## src/rtl/pgstk_pkg.sv

```systemverilog
package pgstk_pkg;
   typedef enum logic [1:0] {
      STK_HOLD = 2'd0,
      STK_PUSH = 2'd1,
      STK_POP  = 2'd2
   } stk_op_e;
endpackage

```

## src/rtl/pgstk_ctrl.sv

```systemverilog
module pgstk_ctrl
   import pgstk_pkg::*;
#(
   parameter int SEL_W    = 2,
   parameter int CTRL_IDX = 3
) (
   input  logic             clk,
   input  logic             rst_n,
   input  logic             wr_en,
   input  logic [SEL_W-1:0] wr_sel,
   input  logic             wr_bit,
   input  logic             push,
   input  logic             pop,
   output logic             auto_en,
   output stk_op_e          op
);
   logic en_q;

   always_ff @(posedge clk or negedge rst_n) begin
      if (!rst_n)
         en_q <= 1'b1;
      else if (wr_en && (wr_sel == SEL_W'(CTRL_IDX)))
         en_q <= wr_bit;
   end

   // push outranks pop; both are void while switching is off
   always_comb begin
      if (!en_q)      op = STK_HOLD;
      else if (push)  op = STK_PUSH;
      else if (pop)   op = STK_POP;
      else            op = STK_HOLD;
   end

   assign auto_en = en_q;
endmodule

```

## src/rtl/pgstk_entries.sv

```systemverilog
module pgstk_entries
   import pgstk_pkg::*;
#(
   parameter int PAGE_W = 8,
   parameter int DEPTH  = 3,
   parameter int SEL_W  = 2
) (
   input  logic                    clk,
   input  logic                    rst_n,
   input  stk_op_e                 op,
   input  logic [PAGE_W-1:0]       int_page,
   input  logic                    wr_en,
   input  logic [SEL_W-1:0]        wr_sel,
   input  logic [PAGE_W-1:0]       wr_data,
   output logic [DEPTH*PAGE_W-1:0] flat
);
   for (genvar i = 0; i < DEPTH; i++) begin : g_ent
      logic [PAGE_W-1:0] q;
      logic [PAGE_W-1:0] from_above;
      logic [PAGE_W-1:0] from_below;
      logic              sw_hit;

      if (i == 0) begin : g_top
         assign from_above = int_page;
      end else begin : g_mid
         assign from_above = flat[(i-1)*PAGE_W +: PAGE_W];
      end

      if (i == DEPTH-1) begin : g_last
         assign from_below = q;
      end else begin : g_inner
         assign from_below = flat[(i+1)*PAGE_W +: PAGE_W];
      end

      assign sw_hit = wr_en && (wr_sel == SEL_W'(i));

      always_ff @(posedge clk or negedge rst_n) begin
         if (!rst_n)
            q <= '0;
         else begin
            case (op)
               STK_PUSH: q <= from_above;
               STK_POP:  q <= from_below;
               default:  if (sw_hit) q <= wr_data;
            endcase
         end
      end

      assign flat[i*PAGE_W +: PAGE_W] = q;
   end
endmodule

```

## src/rtl/pgstk_decode.sv

```systemverilog
module pgstk_decode #(
   parameter int                ADDR_W   = 8,
   parameter int                PAGE_W   = 8,
   parameter logic [ADDR_W-1:0] GLB_MASK = 8'h8F,
   parameter logic [ADDR_W-1:0] GLB_VAL  = 8'h80
) (
   input  logic [ADDR_W-1:0] addr,
   input  logic [PAGE_W-1:0] reg_page,
   input  logic [PAGE_W-1:0] cur,
   output logic              global_o,
   output logic              hit_o
);
   assign global_o = ((addr & GLB_MASK) == GLB_VAL);
   assign hit_o    = global_o || (reg_page == cur);
endmodule

```

## src/rtl/pgstk_top.sv

```systemverilog
module pgstk_top
   import pgstk_pkg::*;
#(
   parameter int                PAGE_W   = 8,
   parameter int                DEPTH    = 3,
   parameter int                ADDR_W   = 8,
   parameter logic [ADDR_W-1:0] GLB_MASK = 8'h8F,
   parameter logic [ADDR_W-1:0] GLB_VAL  = 8'h80,
   localparam int               SEL_W    = $clog2(DEPTH + 1)
) (
   input  logic                    clk,
   input  logic                    rst_n,
   input  logic                    wr_en,
   input  logic [SEL_W-1:0]        wr_sel,
   input  logic [PAGE_W-1:0]       wr_data,
   input  logic                    int_push,
   input  logic [PAGE_W-1:0]       int_page,
   input  logic                    int_pop,
   output logic [PAGE_W-1:0]       cur_page,
   output logic [DEPTH*PAGE_W-1:0] stack_rd,
   output logic                    auto_en,
   input  logic [ADDR_W-1:0]       dec_addr,
   input  logic [PAGE_W-1:0]       dec_page,
   output logic                    dec_global,
   output logic                    dec_hit
);
   if (DEPTH < 2) begin : g_bad_depth
      $error("pgstk_top: DEPTH must be at least 2");
   end
   if (PAGE_W < 1) begin : g_bad_width
      $error("pgstk_top: PAGE_W must be at least 1");
   end
   if ((GLB_VAL & ~GLB_MASK) != '0) begin : g_bad_glb
      $error("pgstk_top: GLB_VAL has bits outside GLB_MASK");
   end

   stk_op_e op;

   pgstk_ctrl #(.SEL_W(SEL_W), .CTRL_IDX(DEPTH)) u_ctrl (
      .clk     (clk),
      .rst_n   (rst_n),
      .wr_en   (wr_en),
      .wr_sel  (wr_sel),
      .wr_bit  (wr_data[0]),
      .push    (int_push),
      .pop     (int_pop),
      .auto_en (auto_en),
      .op      (op)
   );

   pgstk_entries #(.PAGE_W(PAGE_W), .DEPTH(DEPTH), .SEL_W(SEL_W)) u_ent (
      .clk      (clk),
      .rst_n    (rst_n),
      .op       (op),
      .int_page (int_page),
      .wr_en    (wr_en),
      .wr_sel   (wr_sel),
      .wr_data  (wr_data),
      .flat     (stack_rd)
   );

   assign cur_page = stack_rd[PAGE_W-1:0];

   pgstk_decode #(
      .ADDR_W(ADDR_W), .PAGE_W(PAGE_W), .GLB_MASK(GLB_MASK), .GLB_VAL(GLB_VAL)
   ) u_dec (
      .addr     (dec_addr),
      .reg_page (dec_page),
      .cur      (cur_page),
      .global_o (dec_global),
      .hit_o    (dec_hit)
   );
endmodule

```

## config.mk

```make
export PLATFORM = sky130hd
export DESIGN_NAME = pgstk_top
export DESIGN_NICKNAME = d
export VERILOG_FILES = /design/src/rtl/pgstk_pkg.sv /design/src/rtl/pgstk_ctrl.sv /design/src/rtl/pgstk_entries.sv /design/src/rtl/pgstk_decode.sv /design/src/rtl/pgstk_top.sv
export SDC_FILE = /design/constraint.sdc
export NUM_CORES = 1
export LEC_CHECK = 0
export ABC_CLOCK_PERIOD_IN_PS = 2210
export CAP_MARGIN = 0
export CORE_UTILIZATION = 35
export CTS_BUF_LIST = sky130_fd_sc_hd__clkbuf_4
export DETAILED_ROUTE_END_ITERATION = 12
export GPL_TIMING_DRIVEN = 0
export PLACE_DENSITY = 0.77
export SETUP_SLACK_MARGIN = 0.1
export SLEW_MARGIN = 40
export SYNTH_ARGS = -nofsm -noshare
export SYNTH_HDL_FRONTEND = slang
export SYNTH_SLANG_ARGS = --single-unit
```

## constraint.sdc

```tcl
create_clock -name clk -period 2.21 [get_ports clk]
set_input_delay 0.442 -clock clk [delete_from_list [all_inputs] [get_ports clk]]
set_output_delay 0.442 -clock clk [all_outputs]
set_load 0.05 [all_outputs]
```

Word level (Yosys, flattened, before mapping). Cells that the tools add are included.

Eq/ne operators: 7. Muxes and demuxes: 9. Reductions and logical operators: 10. Bitwise operators: 1.

Operator list (number): $pmux 8 s2 (3); $mux 8 (3); $eq 8x8->1 (1); $eq 2x2->1 const B (3); $mux 2 (3); $reduce_bool 3->1 (2); $eq 5x5->1 const B (1); $eq 2x1->1 const B (2); $logic_and 1x1->1 (4); $logic_not 2->1 (1); $reduce_and 2->1 (1); $reduce_bool 2->1 (1); $logic_or 1x1->1 (1); $not 1->1 (1).

Output and inout port bits: 35. Bits in registers: 25. Word-level logic and storage cells: 31.

Logic depth before layout (Yosys ltp).
Word-level depth: 6. Depth in mapped cells: 6. Gate-level depth less buffers: 3.

By module. A second synthesis with hierarchy kept.

Cells, all modules: 143. Area, all modules: 1682.9 um^2.

By module, submodules not included: pgstk_entries (instances 1, area an instance 1458.9 um^2, cells each 117); pgstk_decode (instances 1, area an instance 102.6 um^2, cells each 13); pgstk_ctrl (instances 1, area an instance 61.3 um^2, cells each 5); pgstk_top (instances 1, area an instance 60.1 um^2, cells each 8).

Worst setup path after synthesis. OpenSTA, ideal clock, no wires.

Path type: input-to-output. From: input port dec_addr[1]. To: output port dec_hit. Stages: 3. Data required time: 1768 ps. Data arrival time: 1545 ps. Path buffers: 0. Path slack: 223 ps. Path through: nor4_1 and2_1 a21o_1.

Cells in the longest elaborated chain, start to end: 2.

RTL lines: start: declaration (line pgstk_top.sv:22) `input logic [ADDR_W-1:0] dec_addr,`; $eq 5x5->1 (line pgstk_decode.sv:13) `assign global_o = ((addr & GLB_MASK) == GLB_VAL);`; net dec_global (line pgstk_top.sv:24) `output logic dec_global,`; $logic_or 1x1->1 (line pgstk_decode.sv:14) `assign hit_o = global_o || (reg_page == cur);`; end: declaration (line pgstk_top.sv:25) `output logic dec_hit`.

The timed path passes the listed nets, and every way through them passes these cells.

Worst setup path in the final report.
From: input port dec_page[7]. To: output port dec_hit.

Cells in the longest elaborated chain, start to end: 2.

RTL lines: start: declaration (line pgstk_top.sv:23) `input logic [PAGE_W-1:0] dec_page,`; $eq 8x8->1 (line pgstk_decode.sv:14); $logic_or 1x1->1 (line pgstk_decode.sv:14).

No other way between the ends.

==> qor.log <==
INFO  status         status=finished, final reports clean
INFO  clocking       insertion_delay=0.33ns
INFO  yosys          synthSimpleGateAreaFrac=0.295
INFO  clocking       numCtsBuffers=3
INFO  routing        detailroute.via_count=1743
INFO  yosys          async_flop_share=1.00
INFO  yosys          share_of_synthesized_cell_area_in_full_adder_half_adder_and_majority_cells=0
INFO  clocking       cts_tree=done
INFO  setup_path     worstSetupStartpointType=input pin
INFO  global_routing grt_pass1_vias=1762
INFO  min_path       min_path_type=input pin to async pin
INFO  sta            final.period_utilization=0.948
INFO  pwr            switching_power=1.40mW
INFO  pwr            totalPowerFinal=2.72mW
INFO  clocking       clkSlewWorstSetupHoldPaths=0.14ns
INFO  yosys          synth_top_area_cell=sky130_fd_sc_hd__dfrtp_1
INFO  pwr            ir_drop=0.000431V
INFO  yosys          synth_area_per_cell=8.73um2
INFO  setup_path     critical_path_arrival=1.65ns
INFO  yosys          yosys.cell_count.top_type=sky130_fd_sc_hd__nand2_1
INFO  yosys          synth_area=1710um2
INFO  sta            max_freq=477MHz
INFO  floorplan      floorplan.initialDensity=0.362
INFO  cells_and_area nNetsFinal=308
INFO  sta            fin_worst_skew=0.00577ns
INFO  sta            report.final.setup_viol=0
INFO  setup_path     timing.critical_path.fanout_max=1
INFO  yosys          synth_enable_flop_cells=0
INFO  clocking       cts_setup_buffers=0
INFO  global_routing grt-ovfl-total=0
INFO  yosys          synth_largest_type_area_fraction=0.351
INFO  cells_and_area antenna_cells=0
INFO  setup_path     crit_path_top_delay_cell=sky130_fd_sc_hd__clkdlybuf4s50_1
INFO  yosys          synth_compound_gate_area_share=0.187
INFO  floorplan      row_count=25
INFO  cells_and_area multiInputGateArea=912um2
INFO  pwr            sequential_fraction_of_design_power=0.294
INFO  yosys          syn_nets=235
INFO  routing        wirelength=4990um
INFO  placed_design  dpl.hpwl=3860um
INFO  setup_path     crit_family=buffers and inverters
INFO  cells_and_area drive_gt1_frac=0.108
INFO  setup_path     type_of_element_capturing_the_critical_path=output port
INFO  yosys          synth-xor-area-share=0.0409
INFO  cells_and_area post_layout_nonfiller_instances=335
INFO  global_routing grt_start_max_net_pins=26
INFO  floorplan      dieHeight=71.9um
INFO  yosys          synth_top_family_by_area=simple AND/OR/NAND/NOR gates
INFO  pwr            power_switching_share=0.516
INFO  global_routing grt_antenna_before_repair=0
INFO  clocking       root_buffer=sky130_fd_sc_hd__clkbuf_4
INFO  clocking       number_of_hold_repair_buffers_added_at_the_cts_stage=0
INFO  sta            max_slew_margin=0.613
INFO  sta            fin_tns_setup=0ns
INFO  clocking       tritoncts_num_sinks=25
INFO  sta            finalHoldViolations=0
INFO  cells_and_area ff_latch_area=628um2
INFO  setup_path     critPathRequiredTime=1.77ns
INFO  placed_design  globalplace.congestion=0.796
INFO  sta            timing_worst_slew_pin_value=0.578ns
INFO  pwr            combPwrFrac=0.622
INFO  sta            final_max_slew_viol_count=0
INFO  floorplan      dieArea=5170um2
INFO  yosys          yosysWarnings=0
INFO  clocking       clockBufferDepth=2
INFO  job            maxCapViolations=0
INFO  floorplan      fp.dieW=71.9um
INFO  yosys          yosys-top-cells-count=sky130_fd_sc_hd__nand2_1, sky130_fd_sc_hd__dfrtp_1, sky130_fd_sc_hd__and2_1
INFO  routing        vias_per_cell=5.20
INFO  sta            rsz0062_at_grt=true
INFO  yosys          yosys.cell_types.count=25
INFO  pwr            internal_power=1.32mW
INFO  floorplan      core_area=4720um2
INFO  setup_path     cp.buffers_inverters=2
INFO  yosys          synth-main-ff-cell=sky130_fd_sc_hd__dfrtp_1
INFO  setup_path     worstPathCellList=clkdlybuf4s50_1 -> xor2_1 -> nor4_1 -> a21o_1 -> clkbuf_4
INFO  routing        routed_wire_length_per_instance=14.9um
INFO  pwr            clock_power_share=0.084
INFO  global_routing grt_pass1_wl=8250um
INFO  yosys          yosysSeqAreaShare=0.366
INFO  placed_design  numPlacedInstances=331
INFO  floorplan      boundaryPins=74
INFO  clocking       cts_max_level=1
INFO  clocking       post_cts_resize_count=17
INFO  routing        detail-route-antenna-nets=0
INFO  global_routing track_usage=0.201
INFO  setup_path     worst-setup-path-type=input pin to output port
INFO  cells_and_area flow.area_growth_from_synthesis=46.2%
INFO  yosys          ys_ff_latch=25
INFO  yosys          yosys-mux-area-fraction=0.00658
INFO  routing        drc=0
INFO  placed_design  port_buffers=68
INFO  routing        length_of_the_first_detailed_routing_pass_in_iterations=4
INFO  yosys          synth_cells=196
INFO  sta            period_needed=2.10ns
INFO  yosys          ys_top_cells_by_area=sky130_fd_sc_hd__dfrtp_1, sky130_fd_sc_hd__and3b_1, sky130_fd_sc_hd__o211ai_1
INFO  pwr            leakage=1.08nW
INFO  routing        drt_iter0_drc=91
INFO  setup_path     worst_path_largest_cell_delay=0.41ns
INFO  pwr            power-per-cell-area=1090nW/um2
INFO  cells_and_area nFillCells=450
final cells by class:
| class | count | area share |
|---|---|---|
| sequential | 25 | 0.251 |
| timing repair buffer | 68 | 0.268 |
| buffer | 25 | 0.0715 |
| clock buffer | 4 | 0.0120 |
| multi-input combinational | 146 | 0.365 |
| tap | 67 | 0.0335 |
registers in the layout (all words and copies together) (netlist names):
| name | flops |
|---|---|
| u_ent.g_ent.from_below | 16 |
| u_ent.g_ent.q | 8 |
| u_ctrl.auto_en | 1 |
metrics by stage:
step	area (um2)	hold slack, ns	util	setup WS, ns
floorplan	1710	0.146	-	0.223
global placement	2480	0.562	0.524	-0.503
detailed placement	2470	0.464	0.523	-0.496
CTS	2490	0.0985	0.526	0.0493
global route	2500	0.112	0.530	0.0403
finish	2500	0.0828	0.530	0.115
power groups by stage:
stage                     sequential [mW]  clock (mW)  combinational (mW)
after floorplan                      1.30           0               0.625
after global routing                0.827       0.244                1.79
after detailed placement            0.807           0                1.73
final                               0.799       0.228                1.69
after CTS                           0.797       0.225                1.69
after global placement              0.802           0                1.71
path summary, 6_finish.rpt:
check                                                           endpoint  slack (ns)                                     start  depth (start not counted)
worst max-delay path                                             dec_hit        0.11                               dec_page[7]                          5
worst min-delay path                     u_ent.g_ent[0].q[1]$_DFFE_PN0P_        0.08                                     rst_n                          1
worst max register to register  u_ent.g_ent[1].from_below[7]$_DFFE_PN0P_        0.53                u_ctrl.auto_en$_DFFE_PN1P_                          5
worst min register to register  u_ent.g_ent[1].from_below[2]$_DFFE_PN0P_        0.59  u_ent.g_ent[1].from_below[2]$_DFFE_PN0P_                          2
max in group asynchronous                u_ent.g_ent[0].q[6]$_DFFE_PN0P_        1.73                                     rst_n                          1
min in group clk                u_ent.g_ent[1].from_below[2]$_DFFE_PN0P_        0.59  u_ent.g_ent[1].from_below[2]$_DFFE_PN0P_                          2
cell usage in the layout, fill, tap and decap left out, types with 9 or more instances in the layout:
| cell type | count |
|---|---|
| sky130_fd_sc_hd__o21ai_0 | 16 |
| sky130_fd_sc_hd__and3b_1 | 17 |
| sky130_fd_sc_hd__nor3_1 | 16 |
| sky130_fd_sc_hd__clkdlybuf4s50_1 | 51 |
| sky130_fd_sc_hd__dfrtp_1 | 23 |
| sky130_fd_sc_hd__a31oi_1 | 16 |
| sky130_fd_sc_hd__and2_1 | 19 |
| sky130_fd_sc_hd__o211ai_1 | 16 |
| sky130_fd_sc_hd__nand2_1 | 25 |
| sky130_fd_sc_hd__dlygate4sd2_1 | 9 |
layer usage:
metal,track usage,vias up,wire [um]
met5,0,-,0
met4,0.0675,0,109
met3,0.0278,14,374
met2,0.346,92,2380
met1,0.262,796,2130
li1,-,841,-
kinds of logic (layout without fill, tap and decap cells):
family          count (synthesis)  count (layout)
buf+inv                        25              97
compound gates                 51              51
xor+xnor                        8               8
mux                             1               1
simple gates                   86              86
flops                          25              25
No activity file was read; power rests on OpenSTA's default activity.
